`config.mk`:
```
export PLATFORM = sky130hd
export DESIGN_NAME = int_alu
export DESIGN_NICKNAME = d
export VERILOG_FILES = /design/src/rtl/alu_pkg.sv /design/src/rtl/alu_rotr.sv /design/src/rtl/alu_simple.sv /design/src/rtl/alu_mul.sv /design/src/rtl/alu_div.sv /design/src/rtl/int_alu.sv
export SDC_FILE = /design/constraint.sdc
export NUM_CORES = 2
export LEC_CHECK = 0
export BUFFER_PORTS_ARGS = -buffer_cell sky130_fd_sc_hd__buf_2
export CAP_MARGIN = 10
export CORE_MARGIN = 10
export CORE_UTILIZATION = 45
export DETAILED_ROUTE_END_ITERATION = 10
export PLACE_DENSITY = 0.65
export SETUP_SLACK_MARGIN = 0.1
export SYNTH_ARGS = -nofsm -noshare
export SYNTH_HDL_FRONTEND = slang
export SYNTH_SLANG_ARGS = --single-unit
```
`constraint.sdc`:
```
create_clock -name clk -period 7.7 [get_ports clk]
set_input_delay 1.54 -clock clk [delete_from_list [all_inputs] [get_ports clk]]
set_output_delay 1.54 -clock clk [all_outputs]
set_load 0.02 [all_outputs]
```
`src/rtl/alu_pkg.sv`:
```
package alu_pkg;

   typedef enum logic [4:0] {
      OP_ADD    = 5'd0,
      OP_SUB    = 5'd1,
      OP_EQ     = 5'd2,
      OP_NE     = 5'd3,
      OP_GE     = 5'd4,
      OP_LT     = 5'd5,
      OP_GEU    = 5'd6,
      OP_LTU    = 5'd7,
      OP_AND    = 5'd8,
      OP_OR     = 5'd9,
      OP_NOR    = 5'd10,
      OP_XOR    = 5'd11,
      OP_SLL    = 5'd12,
      OP_SRL    = 5'd13,
      OP_SRA    = 5'd14,
      OP_ROL    = 5'd15,
      OP_ROR    = 5'd16,
      OP_MUL    = 5'd17,
      OP_MULHS  = 5'd18,
      OP_MULHU  = 5'd19,
      OP_DIV    = 5'd20,
      OP_DIVU   = 5'd21
   } alu_op_t;

   typedef enum logic [1:0] {
      MSEL_LO  = 2'd0,
      MSEL_HIS = 2'd1,
      MSEL_HIU = 2'd2
   } mul_sel_t;

   function automatic logic op_is_mul(input alu_op_t op);
      return (op == OP_MUL) || (op == OP_MULHS) || (op == OP_MULHU);
   endfunction

   function automatic logic op_is_div(input alu_op_t op);
      return (op == OP_DIV) || (op == OP_DIVU);
   endfunction

endpackage

```
`src/rtl/alu_rotr.sv`:
```
module alu_rotr #(
   parameter int W = 32
) (
   input  logic [W-1:0]         din,
   input  logic [$clog2(W)-1:0] amt,
   output logic [W-1:0]         dout
);
   localparam int STAGES = $clog2(W);

   logic [W-1:0] lvl [STAGES+1];

   assign lvl[0] = din;

   for (genvar s = 0; s < STAGES; s++) begin : g_stage
      localparam int D = 2 ** s;
      assign lvl[s+1] = amt[s] ? {lvl[s][D-1:0], lvl[s][W-1:D]} : lvl[s];
   end

   assign dout = lvl[STAGES];
endmodule

```
`src/rtl/alu_simple.sv`:
```
module alu_simple
   import alu_pkg::*;
#(
   parameter int W = 32
) (
   input  alu_op_t              op,
   input  logic [W-1:0]         a,
   input  logic [W-1:0]         b,
   input  logic [$clog2(W)-1:0] sh,
   output logic [W-1:0]         res
);
   localparam int SHW = $clog2(W);

   logic [SHW-1:0] rot_amt;
   logic [W-1:0]   rot_out;
   logic [W-1:0]   ones;
   logic [W-1:0]   lmask;
   logic [W-1:0]   rmask;
   logic [W-1:0]   rol_val;
   logic [W-1:0]   ror_val;
   logic [W-1:0]   srl_val;
   logic           left;

   assign ones  = '1;
   assign left  = (op == OP_SLL) || (op == OP_ROL);
   // a left rotate by s equals a right rotate by W-s (mod W)
   assign rot_amt = left ? SHW'(W - int'(sh)) : sh;

   alu_rotr #(.W(W)) u_rot (
      .din  (a),
      .amt  (rot_amt),
      .dout (rot_out)
   );

   assign lmask   = ones << sh;
   assign rmask   = ones >> sh;
   assign rol_val = rot_out;
   assign ror_val = rot_out;
   assign srl_val = rot_out & rmask;

   always_comb begin
      res = '0;
      unique case (op)
         OP_ADD:  res = a + b;
         OP_SUB:  res = a - b;
         OP_EQ:   res = W'(a == b);
         OP_NE:   res = W'(a != b);
         OP_GE:   res = W'($signed(a) >= $signed(b));
         OP_LT:   res = W'($signed(a) <  $signed(b));
         OP_GEU:  res = W'(a >= b);
         OP_LTU:  res = W'(a <  b);
         OP_AND:  res = a & b;
         OP_OR:   res = a | b;
         OP_NOR:  res = ~(a | b);
         OP_XOR:  res = a ^ b;
         OP_SLL:  res = rot_out & lmask;
         OP_SRL:  res = srl_val;
         OP_SRA:  res = srl_val | (a[W-1] ? ~rmask : '0);
         OP_ROL:  res = rol_val;
         OP_ROR:  res = ror_val;
         default: res = '0;
      endcase
   end
endmodule

```
`src/rtl/alu_mul.sv`:
```
module alu_mul
   import alu_pkg::*;
#(
   parameter int W           = 32,
   parameter bit MUL_OUT_REG = 1'b0
) (
   input  logic         clk,
   input  logic         rst_n,
   input  logic         go,
   input  alu_op_t      op,
   input  logic [W-1:0] a,
   input  logic [W-1:0] b,
   output logic         busy,
   output logic         fin,
   output logic [W-1:0] res
);
   logic signed [W:0]     ma_q, mb_q;
   mul_sel_t              sel_q;
   logic                  s1_q;
   logic signed [2*W+1:0] prod;
   logic [W-1:0]          prod_word;
   logic                  unused_prod;
   mul_sel_t              sel_d;
   logic                  sx;

   always_comb begin
      sel_d = MSEL_LO;
      if (op == OP_MULHS) sel_d = MSEL_HIS;
      if (op == OP_MULHU) sel_d = MSEL_HIU;
   end

   assign sx = (op == OP_MULHS);

   always_ff @(posedge clk or negedge rst_n) begin
      if (!rst_n) begin
         ma_q  <= '0;
         mb_q  <= '0;
         sel_q <= MSEL_LO;
         s1_q  <= 1'b0;
      end else if (go) begin
         ma_q  <= {sx & a[W-1], a};
         mb_q  <= {sx & b[W-1], b};
         sel_q <= sel_d;
         s1_q  <= 1'b1;
      end else if (s1_q) begin
         s1_q  <= 1'b0;
      end
   end

   assign prod        = ma_q * mb_q;
   assign unused_prod = ^prod[2*W+1:2*W];
   assign prod_word   = (sel_q == MSEL_LO) ? prod[W-1:0] : prod[2*W-1:W];

   if (MUL_OUT_REG) begin : g_outreg
      logic         s2_q;
      logic [W-1:0] r2_q;
      always_ff @(posedge clk or negedge rst_n) begin
         if (!rst_n) begin
            s2_q <= 1'b0;
            r2_q <= '0;
         end else begin
            s2_q <= s1_q;
            if (s1_q) r2_q <= prod_word;
         end
      end
      assign fin  = s2_q;
      assign res  = r2_q;
      assign busy = s1_q | s2_q;
   end else begin : g_direct
      assign fin  = s1_q;
      assign res  = prod_word;
      assign busy = s1_q;
   end


   mul_done_after_load_chk: assert property (@(posedge clk) disable iff (!rst_n)
      go |=> s1_q);
endmodule

```
`src/rtl/alu_div.sv`:
```
module alu_div #(
   parameter int W = 32
) (
   input  logic         clk,
   input  logic         rst_n,
   input  logic         go,
   input  logic         sgn,
   input  logic [W-1:0] a,
   input  logic [W-1:0] b,
   output logic         busy,
   output logic         fin,
   output logic [W-1:0] quot
);
   localparam int CW = $clog2(W);

   logic [CW-1:0] cnt_q;
   logic [W-1:0]  rem_q, quo_q, dvs_q;
   logic          neg_q, dz_q, busy_q;
   logic [W-1:0]  mag_a, mag_b;
   logic [W:0]    shifted, diff;
   logic          fits;
   logic [W-1:0]  rem_n, quo_n;

   assign mag_a = (sgn && a[W-1]) ? (~a + 1'b1) : a;
   assign mag_b = (sgn && b[W-1]) ? (~b + 1'b1) : b;

   assign shifted = {rem_q, quo_q[W-1]};
   assign diff    = shifted - {1'b0, dvs_q};
   assign fits    = ~diff[W];
   assign rem_n   = fits ? diff[W-1:0] : shifted[W-1:0];
   assign quo_n   = {quo_q[W-2:0], fits};

   always_ff @(posedge clk or negedge rst_n) begin
      if (!rst_n) begin
         busy_q <= 1'b0;
         cnt_q  <= '0;
         rem_q  <= '0;
         quo_q  <= '0;
         dvs_q  <= '0;
         neg_q  <= 1'b0;
         dz_q   <= 1'b0;
      end else if (go) begin
         busy_q <= 1'b1;
         cnt_q  <= '0;
         rem_q  <= '0;
         quo_q  <= mag_a;
         dvs_q  <= mag_b;
         neg_q  <= sgn & (a[W-1] ^ b[W-1]);
         dz_q   <= (b == '0);
      end else if (busy_q) begin
         rem_q <= rem_n;
         quo_q <= quo_n;
         cnt_q <= cnt_q + 1'b1;
         if (cnt_q == CW'(W - 1)) busy_q <= 1'b0;
      end
   end

   assign busy = busy_q;
   assign fin  = busy_q && (cnt_q == CW'(W - 1));
   assign quot = dz_q ? '1 : (neg_q ? (~quo_n + 1'b1) : quo_n);


   div_starts_at_zero_chk: assert property (@(posedge clk) disable iff (!rst_n)
      $rose(busy_q) |-> (cnt_q == '0));

   div_runs_unbroken_chk: assert property (@(posedge clk) disable iff (!rst_n)
      (busy_q && !fin) |=> busy_q);

   div_releases_chk: assert property (@(posedge clk) disable iff (!rst_n)
      fin |=> !busy_q);
endmodule

```
`src/rtl/int_alu.sv`:
```
module int_alu
   import alu_pkg::*;
#(
   parameter int W           = 32,
   parameter bit MUL_OUT_REG = 1'b0
) (
   input  logic                 clk,
   input  logic                 rst_n,
   input  logic                 start_i,
   input  logic [4:0]           op_i,
   input  logic [W-1:0]         a_i,
   input  logic [W-1:0]         b_i,
   input  logic [$clog2(W)-1:0] shamt_i,
   output logic                 busy_o,
   output logic                 done_o,
   output logic [W-1:0]         result_o
);
   if ((W < 8) || ((W & (W - 1)) != 0)) begin : g_bad_width
      $error("int_alu: W must be a power of two and at least 8");
   end

   alu_op_t      op;
   logic         accept, sc_go, mul_go, div_go;
   logic         mul_busy, mul_fin, div_busy, div_fin;
   logic [W-1:0] sc_res, mul_res, div_res;
   logic         done_q;
   logic [W-1:0] res_q;

   assign op     = alu_op_t'(op_i);
   assign busy_o = mul_busy | div_busy;
   assign accept = start_i & ~busy_o;
   assign mul_go = accept & op_is_mul(op);
   assign div_go = accept & op_is_div(op);
   assign sc_go  = accept & ~op_is_mul(op) & ~op_is_div(op);

   alu_simple #(.W(W)) u_simple (
      .op  (op),
      .a   (a_i),
      .b   (b_i),
      .sh  (shamt_i),
      .res (sc_res)
   );

   alu_mul #(.W(W), .MUL_OUT_REG(MUL_OUT_REG)) u_mul (
      .clk   (clk),
      .rst_n (rst_n),
      .go    (mul_go),
      .op    (op),
      .a     (a_i),
      .b     (b_i),
      .busy  (mul_busy),
      .fin   (mul_fin),
      .res   (mul_res)
   );

   alu_div #(.W(W)) u_div (
      .clk   (clk),
      .rst_n (rst_n),
      .go    (div_go),
      .sgn   (op == OP_DIV),
      .a     (a_i),
      .b     (b_i),
      .busy  (div_busy),
      .fin   (div_fin),
      .quot  (div_res)
   );

   always_ff @(posedge clk or negedge rst_n) begin
      if (!rst_n) begin
         done_q <= 1'b0;
         res_q  <= '0;
      end else begin
         done_q <= sc_go | mul_fin | div_fin;
         if (sc_go)        res_q <= sc_res;
         else if (mul_fin) res_q <= mul_res;
         else if (div_fin) res_q <= div_res;
      end
   end

   assign done_o   = done_q;
   assign result_o = res_q;


   one_source_chk: assert property (@(posedge clk) disable iff (!rst_n)
      $onehot0({sc_go, mul_fin, div_fin}));

   result_hold_chk: assert property (@(posedge clk) disable iff (!rst_n)
      !done_o |-> $stable(result_o));

   single_done_chk: assert property (@(posedge clk) disable iff (!rst_n)
      sc_go |=> done_o);

   rot_zero_chk: assert property (@(posedge clk) disable iff (!rst_n)
      (accept && op == OP_ROL && shamt_i == '0) |=> (result_o == $past(a_i)));

   busy_no_accept_chk: assert property (@(posedge clk) disable iff (!rst_n)
      (busy_o && !mul_fin && !div_fin) |=> !done_o);
endmodule

```
Yosys cells after proc, flatten, opt, wreduce, memory -nomap -nowiden
Cells that the tools add are included.
{"block": "word_totals", "regBits": 206, "in_bits": 77, "out_inout_bits": 34, "elab_cells": 121}
{"block": "op_classes", "addsub": 8, "mul": 1, "n_lt_le_gt_ge": 4, "eq_ne": 24, "n_shift": 2, "muxes": 29, "bitwise": 27, "reduce_logical": 13}
{"op": "32-bit two-way mux", "n": 19}
{"op": "32-bit case mux with 16 select lines", "n": 1}
{"op": "32-bit inverter", "n": 5}
{"op": "32-bit by 1-bit adder with 32-bit output (second input constant)", "n": 3}
{"op": "32-bit bitwise AND", "n": 3}
{"op": "32-bit greater-or-equal comparator", "n": 2}
{"op": "32-bit < comparator", "n": 2}
{"op": "33-bit by 33-bit multiplier with 64-bit output", "n": 1}
{"op": "32-bit bitwise OR", "n": 2}
{"op": "5-bit by 4-bit == test with 1-bit output (second input constant)", "n": 8}
{"op": "5-bit == test (second input constant)", "n": 7}
{"op": "33-bit by 32-bit subtractor with 33-bit output", "n": 1}
{"op": "32-bit adder", "n": 1}
{"op": "32-bit == test", "n": 1}
{"op": "32-bit zero test", "n": 1}
{"op": "32-bit != test", "n": 1}
{"op": "32-bit by 5-bit left shift with 32-bit output (first input constant)", "n": 1}
{"op": "32-bit by 5-bit right shift with 32-bit output (first input constant)", "n": 1}
{"op": "32-bit subtractor", "n": 1}
{"op": "32-bit XOR", "n": 1}
{"op": "5-bit by 3-bit == test with 1-bit output (second input constant)", "n": 4}
{"op": "5-bit two-way mux", "n": 3}
{"op": "5-bit by 2-bit == test with 1-bit output (second input constant)", "n": 2}
{"op": "1-bit bitwise AND", "n": 8}
{"op": "other kinds (15)", "n": 29}

Depth between registers and ports, before layout
{"block": "logic_depth", "depth_word": 12, "depth_mapped": 30}

By module
Synthesis repeated with hierarchy kept, for this count alone.
{"block": "unflattened", "hier_cells": 6849, "area_unflattened_um2": 60844.6}
{"module": "alu_mul", "n_inst": 1, "cells_each": 4415, "area_each_um2": 41393.4, "seq_area_each_um2": 1726.7}
{"module": "alu_div", "n_inst": 1, "cells_each": 1058, "area_each_um2": 8493.1, "seq_area_each_um2": 2602.5}
{"module": "alu_simple", "n_inst": 1, "cells_each": 1071, "area_each_um2": 6921.6, "seq_area_each_um2": 0.0}
{"module": "int_alu", "n_inst": 1, "cells_each": 189, "area_each_um2": 2087.0, "seq_area_each_um2": 825.8}
{"module": "alu_rotr", "n_inst": 1, "cells_each": 116, "area_each_um2": 1949.4, "seq_area_each_um2": 0.0}

Worst setup path before layout
Ideal clock, no wire load.
{"block": "synth_timing", "kind": "register to register", "startpoint": "reg u_mul.mb_q[3]", "endpoint": "reg res_q[29], in the netlist result_o[29]", "setup_ns": 0.126, "arrival_ns": 8.109, "required_ns": 7.574, "slack_ns": -0.535, "stages_incl_launch_ff": 29, "n_path_buf": 3, "cell_sequence": "dfrtp_1 clkbuf_1 clkbuf_1 nand2_1 inv_1 fa_1 fa_1 fa_1 fa_1 inv_1 fa_1 inv_1 fa_1 fa_1 inv_1 fa_1 inv_1 ha_1 clkbuf_1 nand4_1 nor4_1 nand2_1 nor4_1 a211oi_1 o311ai_1 nand2_1 nor3_1 a211oi_1 a221o_1"}
{"block": "synth_between", "elab_chain_cells": 4}
{"element": "from (decl)", "line": "alu_mul.sv:17", "rtl": "logic signed [W:0] ma_q, mb_q;"}
{"element": "from (signal assigned)", "line": "alu_mul.sv:42", "rtl": "mb_q <= {sx & b[W-1], b};"}
{"element": "33-bit by 33-bit multiplier with 64-bit output", "line": "alu_mul.sv:50", "rtl": "assign prod = ma_q * mb_q;"}
{"element": "32-bit two-way mux", "line": "alu_mul.sv:52", "rtl": "assign prod_word = (sel_q == MSEL_LO) ? prod[W-1:0] : prod[2*W-1:W];"}
{"element": "32-bit two-way mux", "line": "int_alu.sv:75", "rtl": "else if (mul_fin) res_q <= mul_res;"}
{"element": "32-bit two-way mux", "line": "int_alu.sv:74", "rtl": "if (sc_go) res_q <= sc_res;"}
{"element": "to (signal assigned)", "line": "int_alu.sv:74"}
{"element": "to (signal assigned)", "line": "int_alu.sv:75"}
{"element": "to (signal assigned)", "line": "int_alu.sv:76", "rtl": "else if (div_fin) res_q <= div_res;"}
{"element": "to (decl)", "line": "int_alu.sv:27", "rtl": "logic [W-1:0] res_q;"}
Every way passes these cells.
A chain may end at the register's enable or synchronous reset.

Final worst setup path
{"block": "layout_timing", "startpoint": "reg u_mul.mb_q[1]", "endpoint": "reg res_q[15], in the netlist result_o[15]"}
The elaborated chain is that of the path after synthesis.

==> impl.org <==
** Status
- Status :: finished with violations
- The checks that failed: negative setup slack.

** Place
- Once detailed placement completed, the half-perimeter wirelength came to 181000 um.
- Final Wtd Congestion :: 1.03
- OpenSTA, run right after detailed placement, puts the worst setup slack at -538 ps.
- Placed inst area :: 65400 um2
- Buffers placed on the I/O ports in this run total 110.

** Synth
- After technology mapping, the gate count stands at roughly 6900.
- Yosys mapped the design onto 86 distinct sky130hd cell types.
- In the post-synthesis netlist, the biggest area contributors are sky130_fd_sc_hd__fa_1, sky130_fd_sc_hd__dfrtp_1, sky130_fd_sc_hd__inv_1.
- In the synthesized netlist the dominant register cell turns out to be sky130_fd_sc_hd__dfrtp_1.
- Number of enable flip-flop cells after synthesis :: 0
- For this run, the number of Yosys warnings is 0.
- Sequential cell area fraction in the yosys report :: 0.0872
- Counting flops with an async set or reset pin after synthesis yields a share of 1.00.
- Flip-flop and latch count after synthesis :: 206
- Synth Net Count :: about 8400
- Each instance of the synthesized netlist takes up on average 8.58 um2.
- Summed over all instances, the cell type with the most area after synthesis is sky130_fd_sc_hd__fa_1.
- The share of synthesized area in the top cell type comes to 0.382.
- The cell area that synthesis handed to floorplanning was 59100 um2.

** Floorplanning
- For this configuration, the core starts out at a cell density of 0.455.
- The initialized floorplan defines 132 standard-cell rows.
- For this design the top-level I/O count stands at approximately 110.
- The core region is 130000 um2.
- The floorplan step set the die width to 382 um.
- Die outline area :: around 150000 um2
- The floorplan step set the die height to 382 um.

** Setup path
- For the worst setup path, the data required time is between 8000 and 9000 ps.
- Endpoint kind of the worst setup timing path :: flop
- Worst reg2reg path startpoint :: u_mul.mb_q[1]
- Cells on worst reg2reg path :: 27
- Worst R2R Setup Slack :: -190 ps
- Category of the worst setup path launch point :: flop
- Worst setup path category :: flop to flop
- Following the worst setup path forward leads to its endpoint at result_o[15].
- Launch point of the worst path :: u_mul.mb_q[1]
- Along the worst path, the maximum fanout reaches 7.
- Endpoint of the worst register-to-register path :: result_o[15]
- Data on the critical path arrives at its endpoint at 8440 ps.

** CTS
- Clock tree synthesis found a total of slightly above 200 sinks.
- The later pin in the worst-skew pair is clocked with a latency of 640 ps.
- Root Driver :: sky130_fd_sc_hd__clkbuf_16
- TritonCTS built the clock tree.
- Total number of H-tree levels :: 1
- The clock passes through at most 3 buffers.
- Number of CTS-inserted buffers :: 29
- After clock tree synthesis, the clock-pin slew on the worst setup and hold paths is ~60 ps.

** Detailed routing
- After the first detailed-routing iteration, the DRC count stood at 4815.
- Total number of vias :: 51800
- Routed length on met1 :: slightly below 90000 um
- For this run, design rule violations remaining after detail routing come to 0.
- Detailed route wirelength on metal2 :: 101000 um
- For this block, the routed nets add up to around 220000 um of wire.
- In the final routed layout, each cell accounts on average for 24.5 um.
- First-pass DRT Iterations :: 9
- Top routing layer in use :: met5
- After detailed routing, the met3 layer carries 19000 um of wire.
- Antenna violation net count after detailed routing :: 0
- Vias per std cell :: 5.74

** Global routing
- Entering global routing, the biggest net connects 142 pins.
- Overall fraction of global-route tracks in use :: 0.297
- The number of antenna violations at the first check in global routing is 21.
- Total global routing overflow :: 0
- The number of global-route vias before repair was 53600.
- The first global-routing pass estimated 335000 um of wire.

** Job
- Reported max-cap violation count :: 0

** Timing
- The final count of pins violating max slew was 0.
- Worst path setup slack after routing :: -189 ps
- Slew headroom :: 0.198
- Count of endpoints failing setup in the final report :: 12
- At the pin with the least slew margin, the transition time is 1190 ps.
- Unrepaired setup endpoints after global routing :: true
- Final critical path time including I/O delays and setup :: 7890 ps
- Clock skew on the completed layout was measured at 16.6 ps.
- The count of endpoints failing hold in the final timing report came to 0.
- Dividing the final minimum period by the clock period gives 1.02.
- For this run, the top clock speed supported by timing is 127 MHz.

** Finish
- Final cell area excluding filler cells :: 69400 um2
- Share of cells above drive strength 1 :: 0.170
- For this run, the post-layout net count is 8820.
- The area growth from synthesis to layout is 17.4%.

** Min path
- Hold/Removal Path Class :: flop to flop
## metrics by stage
stage                     instances  hold slack [ps]  TNS (ps)   util
final                          9037              482     -1100  0.534
after global routing           9032              506     -5900  0.534
after CTS                      8979              487      -471  0.523
after detailed placement       8866              473     -8240  0.503
after global placement         8866              467     -7180  0.503
after floorplan                6892              450         0      -
## cell type report
class,instances,area [um2]
antenna,6,15.0
clock buffer,35,778
clock inverter,19,305
fill,11900,60500
inverter,1251,4710
multi-input combinational,5019,49500
sequential,206,5180
tap,1742,2180
timing repair buffer,759,6750
## registers in the layout, indices dropped and copies added, names as in the netlist
| register | cells |
|---|---|
| u_div.dz_q | 1 |
| result_o | 32 |
| u_div.busy | 1 |
| u_mul.mb_q | 33 |
| u_div.quo_q | 32 |
| u_mul.busy | 1 |
| u_div.cnt_q | 5 |
| u_div.neg_q | 1 |
| u_mul.ma_q | 33 |
| u_div.dvs_q | 32 |
| u_div.rem_q | 32 |
| done_o | 1 |
| u_mul.sel_q | 2 |
## placed cells by master (no fill, tap or decap), types with 31 or more instances in the layout
cell type                      n
sky130_fd_sc_hd__buf_6        48
sky130_fd_sc_hd__buf_12       83
sky130_fd_sc_hd__clkbuf_16    32
sky130_fd_sc_hd__nand3_1      79
sky130_fd_sc_hd__xor2_1       49
sky130_fd_sc_hd__nor2b_1      45
sky130_fd_sc_hd__nor2_1      185
sky130_fd_sc_hd__ha_1        305
sky130_fd_sc_hd__fa_1       1077
sky130_fd_sc_hd__nand2_1     857
sky130_fd_sc_hd__mux2i_1     130
sky130_fd_sc_hd__nand4_1      31
sky130_fd_sc_hd__o21ai_0     335
sky130_fd_sc_hd__a31oi_1      36
sky130_fd_sc_hd__nor3_1       57
sky130_fd_sc_hd__a21oi_1     238
sky130_fd_sc_hd__dfrtp_1     188
sky130_fd_sc_hd__inv_1      1184
sky130_fd_sc_hd__and2_1      528
sky130_fd_sc_hd__o31ai_1      39
sky130_fd_sc_hd__buf_4       510
sky130_fd_sc_hd__buf_2       109
sky130_fd_sc_hd__a21o_1       51
sky130_fd_sc_hd__xnor2_1     130
sky130_fd_sc_hd__fa_2         51
sky130_fd_sc_hd__o22ai_1      43
sky130_fd_sc_hd__o211ai_1     49
sky130_fd_sc_hd__ha_4         41
sky130_fd_sc_hd__inv_2        59
## how the worst min path moves through the flow
stage	end	start	depth (start not counted)	slack (ps)
4_1_cts	u_div.dvs_q[8]	u_div.dvs_q[8]	2	490
6_report	u_div.dvs_q[8]	u_div.dvs_q[8]	2	480
3_3_place_gp	u_div.dvs_q[26]	u_div.dvs_q[26]	2	470
3_5_place_dp	u_div.dvs_q[8]	u_div.dvs_q[8]	2	470
2_1_floorplan	u_div.dvs_q[10]	u_div.dvs_q[10]	2	450
5_1_grt	u_div.dvs_q[12]	u_div.dvs_q[12]	2	510
## critical path: stages, from the launching register on
cell                      delay (ps)
sky130_fd_sc_hd__dfrtp_2         490
sky130_fd_sc_hd__buf_12          170
sky130_fd_sc_hd__and2_1          170
sky130_fd_sc_hd__fa_1            510
sky130_fd_sc_hd__inv_1            60
sky130_fd_sc_hd__fa_1            540
sky130_fd_sc_hd__inv_1            50
sky130_fd_sc_hd__fa_1            500
sky130_fd_sc_hd__inv_1            70
sky130_fd_sc_hd__fa_1            560
sky130_fd_sc_hd__inv_1            60
sky130_fd_sc_hd__fa_1            550
sky130_fd_sc_hd__fa_2            450
sky130_fd_sc_hd__fa_1            490
sky130_fd_sc_hd__inv_1            50
sky130_fd_sc_hd__fa_1            480
sky130_fd_sc_hd__inv_1            70
sky130_fd_sc_hd__ha_4            310
sky130_fd_sc_hd__nand4_1         160
sky130_fd_sc_hd__or3_4           430
sky130_fd_sc_hd__o31a_1          330
sky130_fd_sc_hd__o41ai_4         240
sky130_fd_sc_hd__buf_4           190
sky130_fd_sc_hd__xor2_4          160
sky130_fd_sc_hd__buf_4           120
sky130_fd_sc_hd__a21oi_1          70
sky130_fd_sc_hd__a211o_1         340
sky130_fd_sc_hd__a31oi_1         180
## cells in the mapped netlist, types with 33 or more instances
library cell,instances
sky130_fd_sc_hd__inv_1,1246
sky130_fd_sc_hd__fa_1,1128
sky130_fd_sc_hd__nand2_1,874
sky130_fd_sc_hd__and2_1,549
sky130_fd_sc_hd__clkbuf_1,382
sky130_fd_sc_hd__o21ai_0,367
sky130_fd_sc_hd__ha_1,349
sky130_fd_sc_hd__a21oi_1,273
sky130_fd_sc_hd__dfrtp_1,206
sky130_fd_sc_hd__nor2_1,195
sky130_fd_sc_hd__xnor2_1,145
sky130_fd_sc_hd__mux2i_1,131
sky130_fd_sc_hd__nand3_1,80
sky130_fd_sc_hd__nor3_1,64
sky130_fd_sc_hd__xor2_1,54
sky130_fd_sc_hd__a21o_1,51
sky130_fd_sc_hd__o211ai_1,49
sky130_fd_sc_hd__nor2b_1,45
sky130_fd_sc_hd__o22ai_1,45
sky130_fd_sc_hd__o31ai_1,43
sky130_fd_sc_hd__a31oi_1,39
sky130_fd_sc_hd__a211oi_1,36
sky130_fd_sc_hd__a221oi_1,33
## layer usage
| metal | vias up | global-route usage |
|---|---|---|
| met5 | - | 0 |
| met4 | 10 | 0.120 |
| met3 | 527 | 0.0536 |
| met2 | 2453 | 0.481 |
| met1 | 26300 | 0.391 |
| li1 | 22500 | - |
## kinds of logic (layout without fill, tap and decap cells)
| group | after synthesis | after routing | synth area share |
|---|---|---|---|
| DFF | 206 | 206 | 0.0872 |
| and+or+nand+nor | 1986 | 1986 | 0.163 |
| muxes | 168 | 168 | 0.0304 |
| buffers and inverters | 1667 | 2064 | 0.106 |
| adders and majority gates | 1477 | 1477 | 0.456 |
| xor gates and xnor gates | 199 | 199 | 0.0295 |
| other | 0 | 6 | 0 |
| AOI/OAI and AO/OA | 1189 | 1189 | 0.128 |
## what timing repair did
| action | in CTS | in global routing |
|---|---|---|
| setup endpoints to repair | 32 | 32 |
| pin swaps | 78 | 170 |
| resized for setup | 225 | 251 |
| cloned | 1 | 4 |
| buffers inserted | 58 | 50 |
| hold buffers | 0 | 0 |
Power is left out: the tool's default activity adds up to more than one toggle a clock period on the data nets, which glitch-free logic cannot reach.
